### config.mk
export PLATFORM = sky130hd
export DESIGN_NAME = pkt_stamp_latch
export DESIGN_NICKNAME = d
export VERILOG_FILES = /design/src/rtl/pkt_stamp_pkg.sv /design/src/rtl/stamp_channel.sv /design/src/rtl/rx_class_filter.sv /design/src/rtl/stamp_regs.sv /design/src/rtl/pkt_stamp_latch.sv
export SDC_FILE = /design/constraint.sdc
export NUM_CORES = 1
export LEC_CHECK = 0
export BUFFER_PORTS_ARGS = -buffer_cell sky130_fd_sc_hd__clkbuf_2
export CAP_MARGIN = 20
export CORE_UTILIZATION = 45
export DETAILED_ROUTE_END_ITERATION = 8
export PLACE_DENSITY = 0.67
export SLEW_MARGIN = 10
export SYNTH_ARGS = -nofsm -noshare
export SYNTH_HDL_FRONTEND = slang
export SYNTH_SLANG_ARGS = --single-unit
### constraint.sdc
create_clock -name clk -period 4.1 [get_ports clk]
set_input_delay 0.41 -clock clk [delete_from_list [all_inputs] [get_ports clk]]
set_output_delay 0.41 -clock clk [all_outputs]
set_load 0.05 [all_outputs]
### src/rtl/pkt_stamp_pkg.sv
// Shared types and register addresses for the packet timestamp capture block.
// Assumes a 3-bit register address space.
package pkt_stamp_pkg;
    typedef enum logic [1:0] {
        RXM_V1_SYNC = 2'd0,
        RXM_V1_DREQ = 2'd1,
        RXM_V2_EVT  = 2'd2,
        RXM_ALL     = 2'd3
    } rx_mode_e;

    typedef enum logic [1:0] {
        CLS_NONE   = 2'd0,
        CLS_V1_UDP = 2'd1,
        CLS_V2_EVT = 2'd2,
        CLS_V2_GEN = 2'd3
    } rx_class_e;

    localparam int A_TXCTL = 0;
    localparam int A_RXCTL = 1;
    localparam int A_RXCFG = 2;
    localparam int A_IRQ   = 3;
    localparam int A_TXLO  = 4;
    localparam int A_TXHI  = 5;
    localparam int A_RXLO  = 6;
    localparam int A_RXHI  = 7;

    localparam int N_DIR  = 2;
    localparam int DIR_TX = 0;
    localparam int DIR_RX = 1;
endpackage

### src/rtl/stamp_channel.sv
// One capture direction: snapshots the time value on a qualified event and
// locks until released. Assumes evt_i is already qualified by enable/filter.
module stamp_channel #(
    parameter int TS_W = 64
) (
    input  logic            clk,
    input  logic            rst_n,
    input  logic            evt_i,
    input  logic            release_i,
    input  logic [TS_W-1:0] time_i,
    output logic            take_o,
    output logic            valid_o,
    output logic [TS_W-1:0] stamp_o
);
    // Capture only when unlocked and not being released this cycle.
    assign take_o = evt_i && !valid_o && !release_i;

    // Lock state and captured value.
    always_ff @(posedge clk) begin
        if (!rst_n) begin
            valid_o <= 1'b0;
            stamp_o <= '0;
        end else if (release_i) begin
            valid_o <= 1'b0;
        end else if (take_o) begin
            valid_o <= 1'b1;
            stamp_o <= time_i;
        end
    end


    capture_chk: assert property (@(posedge clk) disable iff (!rst_n)
        take_o |=> (valid_o && stamp_o == $past(time_i)));


    lock_hold_chk: assert property (@(posedge clk) disable iff (!rst_n)
        (valid_o && !release_i) |=> (valid_o && $stable(stamp_o)));


    release_chk: assert property (@(posedge clk) disable iff (!rst_n)
        release_i |=> !valid_o);
endmodule

### src/rtl/rx_class_filter.sv
// Receive qualification: decides from the decoded class and message code
// whether a receive event is stamped under the selected mode.
module rx_class_filter
    import pkt_stamp_pkg::*;
#(
    parameter int MSG_W = 4
) (
    input  logic               clk,
    input  logic               rst_n,
    input  logic               evt_i,
    input  logic [1:0]         class_i,
    input  logic [MSG_W-1:0]   msg_i,
    input  logic [1:0]         mode_i,
    input  logic [2*MSG_W-1:0] cfg_i,
    output logic               hit_o
);
    localparam int CW = 2 * MSG_W;

    logic [MSG_W-1:0] sync_code;
    logic [MSG_W-1:0] dreq_code;
    assign sync_code = cfg_i[MSG_W-1:0];
    assign dreq_code = cfg_i[CW-1:MSG_W];

    // Mode-dependent class/message match.
    always_comb begin
        unique case (rx_mode_e'(mode_i))
            RXM_V1_SYNC: hit_o = evt_i && (class_i == CLS_V1_UDP) && (msg_i == sync_code);
            RXM_V1_DREQ: hit_o = evt_i && (class_i == CLS_V1_UDP) && (msg_i == dreq_code);
            RXM_V2_EVT:  hit_o = evt_i && (class_i == CLS_V2_EVT);
            default:     hit_o = evt_i;
        endcase
    end


    v2_only_chk: assert property (@(posedge clk) disable iff (!rst_n)
        (hit_o && mode_i == RXM_V2_EVT) |-> (class_i == CLS_V2_EVT));
endmodule

### src/rtl/stamp_regs.sv
// Register file: enables, filter mode/config, interrupt mask/cause, read mux
// and lock-release strobes. Assumes single-cycle reads with combinational data.
module stamp_regs
    import pkt_stamp_pkg::*;
#(
    parameter int DW    = 32,
    parameter int AW    = 3,
    parameter int MSG_W = 4
) (
    input  logic               clk,
    input  logic               rst_n,
    input  logic               wr_en_i,
    input  logic               rd_en_i,
    input  logic [AW-1:0]      addr_i,
    input  logic [DW-1:0]      wdata_i,
    input  logic [N_DIR-1:0]   valid_i,
    input  logic [2*DW-1:0]    tx_stamp_i,
    input  logic [2*DW-1:0]    rx_stamp_i,
    input  logic               tx_take_i,
    output logic [DW-1:0]      rdata_o,
    output logic [N_DIR-1:0]   en_o,
    output logic [N_DIR-1:0]   release_o,
    output logic [1:0]         mode_o,
    output logic [2*MSG_W-1:0] cfg_o,
    output logic               irq_o
);
    localparam int CW = 2 * MSG_W;
    localparam logic [CW-1:0] CFG_RST = CW'(1) << MSG_W;

    logic mask_q;
    logic cause_q;
    logic wr_irq;

    assign wr_irq = wr_en_i && (int'(addr_i) == A_IRQ);
    assign release_o[DIR_TX] = rd_en_i && (int'(addr_i) == A_TXHI);
    assign release_o[DIR_RX] = rd_en_i && (int'(addr_i) == A_RXHI);
    assign irq_o = cause_q;

    // Control register writes.
    always_ff @(posedge clk) begin
        if (!rst_n) begin
            en_o   <= '0;
            mode_o <= 2'd0;
            cfg_o  <= CFG_RST;
            mask_q <= 1'b0;
        end else if (wr_en_i) begin
            case (int'(addr_i))
                A_TXCTL: en_o[DIR_TX] <= wdata_i[0];
                A_RXCTL: begin
                    en_o[DIR_RX] <= wdata_i[0];
                    mode_o       <= wdata_i[3:2];
                end
                A_RXCFG: cfg_o  <= wdata_i[CW-1:0];
                A_IRQ:   mask_q <= wdata_i[1];
                default: ;
            endcase
        end
    end

    // Interrupt cause: set by masked transmit capture, write-1 clear.
    always_ff @(posedge clk) begin
        if (!rst_n)
            cause_q <= 1'b0;
        else if (tx_take_i && mask_q)
            cause_q <= 1'b1;
        else if (wr_irq && wdata_i[0])
            cause_q <= 1'b0;
    end

    // Read data multiplexer.
    always_comb begin
        rdata_o = '0;
        case (int'(addr_i))
            A_TXCTL: rdata_o[1:0] = {valid_i[DIR_TX], en_o[DIR_TX]};
            A_RXCTL: rdata_o[3:0] = {mode_o, valid_i[DIR_RX], en_o[DIR_RX]};
            A_RXCFG: rdata_o[CW-1:0] = cfg_o;
            A_IRQ:   rdata_o[1:0] = {mask_q, cause_q};
            A_TXLO:  rdata_o = tx_stamp_i[DW-1:0];
            A_TXHI:  rdata_o = tx_stamp_i[2*DW-1:DW];
            A_RXLO:  rdata_o = rx_stamp_i[DW-1:0];
            A_RXHI:  rdata_o = rx_stamp_i[2*DW-1:DW];
            default: rdata_o = '0;
        endcase
    end


    irq_cause_chk: assert property (@(posedge clk) disable iff (!rst_n)
        $rose(irq_o) |-> $past(tx_take_i && mask_q));
endmodule

### src/rtl/pkt_stamp_latch.sv
// Top of the packet timestamp capture block: two locking capture channels,
// a receive filter and the register file. Assumes time_i is synchronous to clk.
module pkt_stamp_latch
    import pkt_stamp_pkg::*;
#(
    parameter int DW    = 32,
    parameter int AW    = 3,
    parameter int MSG_W = 4
) (
    input  logic              clk,
    input  logic              rst_n,
    input  logic [2*DW-1:0]   time_i,
    input  logic              tx_evt_i,
    input  logic              rx_evt_i,
    input  logic [1:0]        rx_class_i,
    input  logic [MSG_W-1:0]  rx_msg_i,
    input  logic              wr_en_i,
    input  logic              rd_en_i,
    input  logic [AW-1:0]     addr_i,
    input  logic [DW-1:0]     wdata_i,
    output logic [DW-1:0]     rdata_o,
    output logic              tx_valid_o,
    output logic              rx_valid_o,
    output logic              irq_o
);
    localparam int TS_W = 2 * DW;
    localparam int CW   = 2 * MSG_W;

    logic [N_DIR-1:0]  en;
    logic [N_DIR-1:0]  rel;
    logic [N_DIR-1:0]  qual;
    logic [N_DIR-1:0]  take;
    logic [N_DIR-1:0]  valid;
    logic [TS_W-1:0]   stamp [N_DIR];
    logic [1:0]        mode;
    logic [CW-1:0]     cfg;
    logic              rx_hit;

    rx_class_filter #(.MSG_W(MSG_W)) u_filter (
        .clk     (clk),
        .rst_n   (rst_n),
        .evt_i   (rx_evt_i),
        .class_i (rx_class_i),
        .msg_i   (rx_msg_i),
        .mode_i  (mode),
        .cfg_i   (cfg),
        .hit_o   (rx_hit)
    );

    assign qual[DIR_TX] = tx_evt_i && en[DIR_TX];
    assign qual[DIR_RX] = rx_hit && en[DIR_RX];

    for (genvar d = 0; d < N_DIR; d++) begin : g_dir
        stamp_channel #(.TS_W(TS_W)) u_chan (
            .clk       (clk),
            .rst_n     (rst_n),
            .evt_i     (qual[d]),
            .release_i (rel[d]),
            .time_i    (time_i),
            .take_o    (take[d]),
            .valid_o   (valid[d]),
            .stamp_o   (stamp[d])
        );
    end

    stamp_regs #(.DW(DW), .AW(AW), .MSG_W(MSG_W)) u_regs (
        .clk        (clk),
        .rst_n      (rst_n),
        .wr_en_i    (wr_en_i),
        .rd_en_i    (rd_en_i),
        .addr_i     (addr_i),
        .wdata_i    (wdata_i),
        .valid_i    (valid),
        .tx_stamp_i (stamp[DIR_TX]),
        .rx_stamp_i (stamp[DIR_RX]),
        .tx_take_i  (take[DIR_TX]),
        .rdata_o    (rdata_o),
        .en_o       (en),
        .release_o  (rel),
        .mode_o     (mode),
        .cfg_o      (cfg),
        .irq_o      (irq_o)
    );

    assign tx_valid_o = valid[DIR_TX];
    assign rx_valid_o = valid[DIR_RX];


    tx_disabled_chk: assert property (@(posedge clk) disable iff (!rst_n)
        (!en[DIR_TX] && !tx_valid_o) |=> !tx_valid_o);
endmodule

==> impl_metrics.yaml, run 1 <==
logic_synthesis:
  synthesis.nets: 905
  yosysUniqueCellTypes: 43
  ys_seq_area_share_pct: 43.90
  synth_top_area_cell: "dfxtp_1"
  synth_cells: 794
  ys_ff_latch: 144
  yosys-top-cells-count: "nand2_1 (313), dfxtp_1 (144), mux2i_1 (72)"
  synthArstFlopShare_pct: 0
  synth_area_leaders: "dfxtp_1 (44%), nand2_1 (18%), mux2i_1 (11%), a21boi_0 (6.4%), a22oi_1 (5.6%)"
  synthFlopType: "dfxtp_1"
  ys_warn_count: 0
  syn_area_um2: 6566
  yosys.area.top_type_share_pct: 43.90
  synth_most_common_cell: "nand2_1"
  synth_edf_count: 0
  syn_area_per_cell_um2: 8.270
global_routing:
  grt_pass1_wl_um: 25770
  antenna_found_initial: 0
  grt_max_degree: 112
  first_global_vias: 5177
  grt_usage_pct: 22.22
  grt.overflow.total: 0
power:
  p_per_area_nw_per_um2: 418.4
  p_leak_nw: 3.520
  ir_worst_vdd_mv: 0.2701
route:
  drc: 0
  drtPass1Iterations: 5
  vias: 5601
  via_per_inst: 5.205
  antenna_left: 0
  wl_um: 15930
  initialDrtViolationCount: 389
  wl_per_cell_um: 14.81
sta:
  period_share_pct: 67.77
  fmax_ghz: 0.3599
  finalHoldViolCount: 0
  final.setup_skew_ns: 0.01394
  setup_viol: 0
  tightest_slew_ns: 0.9006
  rsz0062_at_grt: "no"
  finalSetupTns_ns: 0
  relSlewSlack_pct: 39.96
  fin_crit_ns: 2.779
  hold-worst-slack_ns: 0.2148
  drv_slew: 0
clock_tree:
  clock-sinks: 144
  cts_max_path_buffers: 2
  cts_hold_buf: 0
  cts_root_buf: "clkbuf_16"
  cts_tree: "yes"
  cts_setup_buffers: 0
  insertion_delay_ns: 0.42
  cts_buffers: 17
  path_clk_slew_ns: 0.06
  htree_levels: 4
  cts_resized: 0
die:
  io_pins: 146
  fp.dieH_um: 122.8
  die-area_um2: 15080
  num_rows: 43
  dieWidth_um: 122.8
  start_util_pct: 46.76
  core_um2: 14040
outcome:
  status: "finished clean"
setup_path:
  critPathCaptureType: "primary output"
  critPathMaxFanout: 24
  critPathArrivalTime_ns: 2.37
  critPathKind: "primary input to primary output"
  start_kind: "primary input"
  r2r_cells: 6
  critPathRequiredTime_ns: 3.69
  r2r_slack_ns: 2.02
hold_path:
  min_path_type: "primary input to flip-flop"
  min_path_cells: 3
placement:
  gp_congestion: 0.8243
  dp_hpwl_um: 9666
  port_buffers: 121
cells_and_area:
  antennaDiodeCount: 0
  syn2layout_area_growth_pct: 20.08
  drive_gt1_share_pct: 19.08
  nNetsFinal: 994
flow_run:
  drv_cap: 0
[cells by family after synthesis]
family,Yosys count,synth area share (%)
flip-flops,144,43.90
AND/OR/NAND/NOR,355,21.74
buffers and inverters,64,4.402
XOR/XNOR,4,0.5336
AO/OA/AOI/OAI,149,16.73
multiplexers,78,12.69
[metal layers]
metal / GRT usage, % / vias to the layer above / routed length (um)
met1: 29.02 / 2583 / 7298
met2: 35.85 / 147 / 7618
met5: 0 / - / 0
met3: 6.180 / 10 / 887
li1: - / 2861 / -
met4: 6.021 / 0 / 127
[power breakdown]
| group | internal, mW | total (mW) | switching (mW) |
|---|---|---|---|
| Clock | 1.10 | 1.69 | 0.586 |
| Sequential | 1.41 | 1.41 | 0.00571 |
| Combinational | 0.0740 | 0.195 | 0.121 |
| Total | 2.59 | 3.30 | 0.713 |
[critical path, cell delays in order]
cell and delay [ns]:
clkbuf_2 0.43, and3_1 0.66, buf_4 0.35, a22oi_1 0.12, nand2_1 0.10, clkbuf_2 0.28
[sequential cells by signal (all words and copies together) (netlist names)]
register,flops
u_regs.irq_o,1
u_regs.en_o,2
u_regs.cfg_o,8
u_regs.mask_q,1
g_dir.u_chan.valid_o,2
u_regs.mode_o,2
g_dir.u_chan.stamp_o,128
[per-stage QoR]
step                      instance area (um2)  worst slack [ns]  std cells  utilization [%]  power, mW
after floorplan                          6566             1.532        794                -      1.553
after global placement                   7241             1.294       1044            51.56      1.638
after detailed placement                 7241             1.295       1044            51.56      1.639
after CTS                                7885             1.290       1076            56.15      3.325
after global routing                     7885             1.159       1076            56.15      3.412
final                                    7885             1.321       1076            56.15      3.299
[path summary, 6_finish.rpt]
check                                                  end                                     start
setup / recovery                               rdata_o[10]                                 addr_i[0]
setup reg to reg   g_dir[1].u_chan.stamp_o[3]$_SDFFE_PN0P_             u_regs.mode_o[0]$_SDFFE_PN0P_
hold reg to reg   g_dir[0].u_chan.stamp_o[36]$_SDFFE_PN0P_  g_dir[0].u_chan.stamp_o[36]$_SDFFE_PN0P_
hold / removal    g_dir[0].u_chan.stamp_o[34]$_SDFFE_PN0P_                                time_i[34]
[final cells by class]
cell class,instances,area (um2)
sequential,144,2883
clock inverter,12,187.7
inverter,4,15.01
fill,1327,6157
tap,180,225.2
multi-input combinational,586,3405
clock buffer,20,456.7
timing repair buffer,130,713.2
[cells in the final DEF, fill, tap and decap left out, types with 2 or more instances in the layout]
master     count
mux2i_1       72
a22oi_1       49
a221o_1        3
a22o_1         2
a21boi_0      56
mux2_2         2
and3b_1        2
buf_12         3
bufinv_16      5
and3_1         2
o22a_1         2
nor2_1         6
nor2b_1       12
clkinv_2       6
mux4_2         4
dfxtp_1      144
nand2b_1       3
o21ai_0        5
nand3_1        4
a21oi_1        9
xnor2_1        3
inv_1          3
clkbuf_2     120
nor4_1         2
a21boi_1      16
clkbuf_16     17
buf_4          7
nand2_1      313
clkbuf_8       2
nor3b_1        2
No activity file was read; power rests on OpenSTA's default activity.
==> run 2, diff against run 1 <==
- ABC_AREA: default -> 1
- PLACE_DENSITY: 0.67 -> 0.7
- clock period: 4.1 -> 2.45 ns (I/O delays scaled with it)
==> run 2 against run 1 <==
Cell area shrank 0.44%. Register-to-register slack got worse by 1.6 ns. Hold slack worse by 0.16 ns. Clock-buffer cell count rose by 7. Via count increased by 12%. Sequential share of layout area rose by 0.16 points. Core utilization is 0.25 points lower.
==> impl_metrics.yaml, run 2 <==
logic_synthesis:
  synth_cells: 919
  ys_warn_count: 0
  ys_ff_latch: 144
  synth_area_leaders: "dfxtp_1 (44%), a21oi_1 (11%), nand2_1 (8.7%), nand3_1 (7.8%), o21ai_0 (6.1%)"
  synthArstFlopShare_pct: 0
  synth_edf_count: 0
  syn_area_um2: 6530
  synthesis.nets: 1030
  synthFlopType: "dfxtp_1"
  yosys-top-cells-count: "nand2_1 (152), a21oi_1 (144), dfxtp_1 (144)"
  syn_area_per_cell_um2: 7.106
  yosys.area.top_type_share_pct: 44.15
  yosysUniqueCellTypes: 25
  synth_most_common_cell: "nand2_1"
  ys_seq_area_share_pct: 44.15
  synth_top_area_cell: "dfxtp_1"
cells_and_area:
  largestRegisters: "g_dir.u_chan.stamp_o: 128 flops, u_regs.cfg_o: 8 flops"
  final_util_pct: 55.90
  regMostFlops: "g_dir.u_chan.stamp_o"
  nNetsFinal: 1119
  largest_reg_flops: 128
  layout_common_cells: "nand2_1 (152), a21oi_1 (144), dfxtp_1 (144)"
  syn2layout_area_growth_pct: 20.21
  fillCellCount: 1375
  antennaDiodeCount: 0
  final_common_cell: "nand2_1"
  drive_gt1_share_pct: 17.14
power:
  pwr-share-seq_pct: 44.6
  internal_power_mw: 4.147
  p_per_area_nw_per_um2: 684.5
  switching_power_mw: 1.226
  ir_worst_vdd_mv: 0.6917
  p_leak_nw: 3.532
  swShare_pct: 22.82
  comb_power_share_pct: 7.4
  p_clk_share_pct: 48.0
die:
  num_rows: 43
  fp.dieH_um: 122.5
  core_um2: 14040
  start_util_pct: 46.50
  io_pins: 146
  dieWidth_um: 122.5
  die-area_um2: 15000
sta:
  tightest_slew_ns: 0.6184
  relSlewSlack_pct: 58.60
  period_share_pct: 82.81
  fin_crit_ns: 2.029
  rsz0062_at_grt: "no"
  finalSetupTns_ns: 0
  drv_slew: 0
  setup_viol: 0
  finalHoldViolCount: 0
  fmax_ghz: 0.4929
  final.setup_skew_ns: 0.008089
clock_tree:
  cts_buffers: 17
  cts_root_buf: "clkbuf_16"
  insertion_delay_ns: 0.42
  cts_setup_buffers: 0
  cts_hold_buf: 0
  cts_resized: 0
  cts_tree: "yes"
  htree_levels: 4
  cts_max_path_buffers: 2
  clock-sinks: 144
  path_clk_slew_ns: 0.06
global_routing:
  grt_pass1_wl_um: 26470
  grt_usage_pct: 22.63
  first_global_vias: 5501
  grt_max_degree: 74
  grt.overflow.total: 0
  antenna_found_initial: 0
setup_path:
  worstReg2RegStart: "u_regs.mode_o[0]$_SDFFE_PN0P_"
  startpoint: "u_regs.mode_o[0]$_SDFFE_PN0P_"
  critPathMostFrequentCell: "nand2_1"
  critPathMaxStageDelay_ns: 0.55
  critPathMaxFanout: 54
  critPathKind: "flip-flop to flip-flop"
  cp_cell_sequence: "nand2_4 > nand2_1 > nand2_1 > nand2_1 > nand2_1 > nor2_1 > nand3_1 > nand2_4 > buf_12 > nand3_1 > nand2_1 > nor2_1"
  critPathCaptureType: "flip-flop"
  critPathArrivalTime_ns: 2.34
  critical-path-top-delay-family: "simple AND/OR/NAND/NOR gates"
  slowest_stage: "dfxtp_1"
  critPathBufInv: 1
  start_kind: "flip-flop"
  critPathRequiredTime_ns: 2.76
route:
  via_per_inst: 5.226
  drc: 0
  initialDrtViolationCount: 449
  vias: 6276
  antenna_left: 0
  drtPass1Iterations: 6
  wl_um: 16280
  wl_per_cell_um: 13.56
hold_path:
  worstHoldStart: "wdata_i[4]"
  min_path_type: "primary input to flip-flop"
flow_run:
  drv_cap: 0
placement:
  port_buffers: 121
  dp_hpwl_um: 10510
  gp_congestion: 0.8294
outcome:
  status: "finished clean"
## run 2: changes by cell type after synthesis, moves of 16 or more
cell      previous run  this run
clkbuf_1            44        27
mux2i_1             72         0
nand3_1              4       102
a21boi_0            56         0
a21oi_1              9       144
nor2_1               7        79
a21boi_1            16         0
inv_1                3        91
buf_2                3        25
o21ai_0              5        79
a22oi_1             49        30
nand2_1            313       152
## run 2: power by group through the flow
stage	Combinational [mW]	Clock, mW	Sequential [mW]
2_1_floorplan	0.240	0	2.44
3_3_place_gp	0.395	0	2.45
3_5_place_dp	0.396	0	2.45
4_1_cts	0.399	2.62	2.40
5_1_grt	0.441	2.73	2.40
6_report	0.398	2.58	2.40
## run 2: cells by family (layout without fill, tap and decap cells)
| kind of cell | Yosys count | in the layout | share of synthesized area, % |
|---|---|---|---|
| flip-flops | 144 | 144 | 44.15 |
| AND/OR/NAND/NOR | 341 | 341 | 22.02 |
| AO/OA/AOI/OAI | 268 | 268 | 22.38 |
| buffers and inverters | 166 | 268 | 11.46 |
## run 2: metal layers
metal | up-vias | routed length (um) | GRT usage (%)
li1 | 3230 | - | -
met1 | 2841 | 7625 | 29.84
met2 | 187 | 7519 | 36.13
met3 | 18 | 939 | 6.180
met4 | 0 | 199 | 6.402
met5 | - | 0 | 0
## run 2: worst paths after layout
| check | slack (ns) | cells past startpoint | endpoint |
|---|---|---|---|
| setup / recovery | 0.42 | 12 | g_dir[1].u_chan.stamp_o[43]$_SDFFE_PN0P_ |
| hold / removal | 0.06 | 3 | u_regs.cfg_o[4]$_SDFFE_PN1P_ |
| setup reg to reg | 0.42 | 12 | g_dir[1].u_chan.stamp_o[43]$_SDFFE_PN0P_ |
| hold reg to reg | 0.47 | 2 | u_regs.en_o[0]$_SDFFE_PN0P_ |
## run 2: through the flow
step | area (um2) | hold slack, ns | cells | worst slack (ns) | total power, mW
floorplan | 6530 | 0.3754 | 919 | 0.6392 | 2.683
global placement | 7262 | 0.4591 | 1169 | 0.4765 | 2.842
detailed placement | 7262 | 0.4644 | 1169 | 0.4618 | 2.843
CTS | 7850 | 0.04469 | 1201 | 0.4301 | 5.415
global route | 7850 | 0.06023 | 1201 | 0.2638 | 5.573
finish | 7850 | 0.05873 | 1201 | 0.4211 | 5.373
## run 2: layout make-up
type                            count  area (um2)  share of cell area (%)
Tap cell                          180       225.2                   2.869
Timing Repair Buffer              141       883.3                   11.25
Inverter                           95       357.8                   4.558
Clock inverter                      5       75.07                  0.9563
Multi-Input combinational cell    609        2913                   37.11
Clock buffer                       27       513.0                   6.535
Sequential cell                   144        2883                   36.72
## run 2: worst reg2reg max path, cell delays in order, from the launching register on
cell     delay [ns]
dfxtp_1        0.55
nand2_4        0.13
nand2_1        0.09
nand2_1        0.05
nand2_1        0.05
nand2_1        0.05
nor2_1         0.08
nand3_1        0.11
nand2_4        0.26
buf_12         0.29
nand3_1        0.12
nand2_1        0.09
nor2_1         0.04
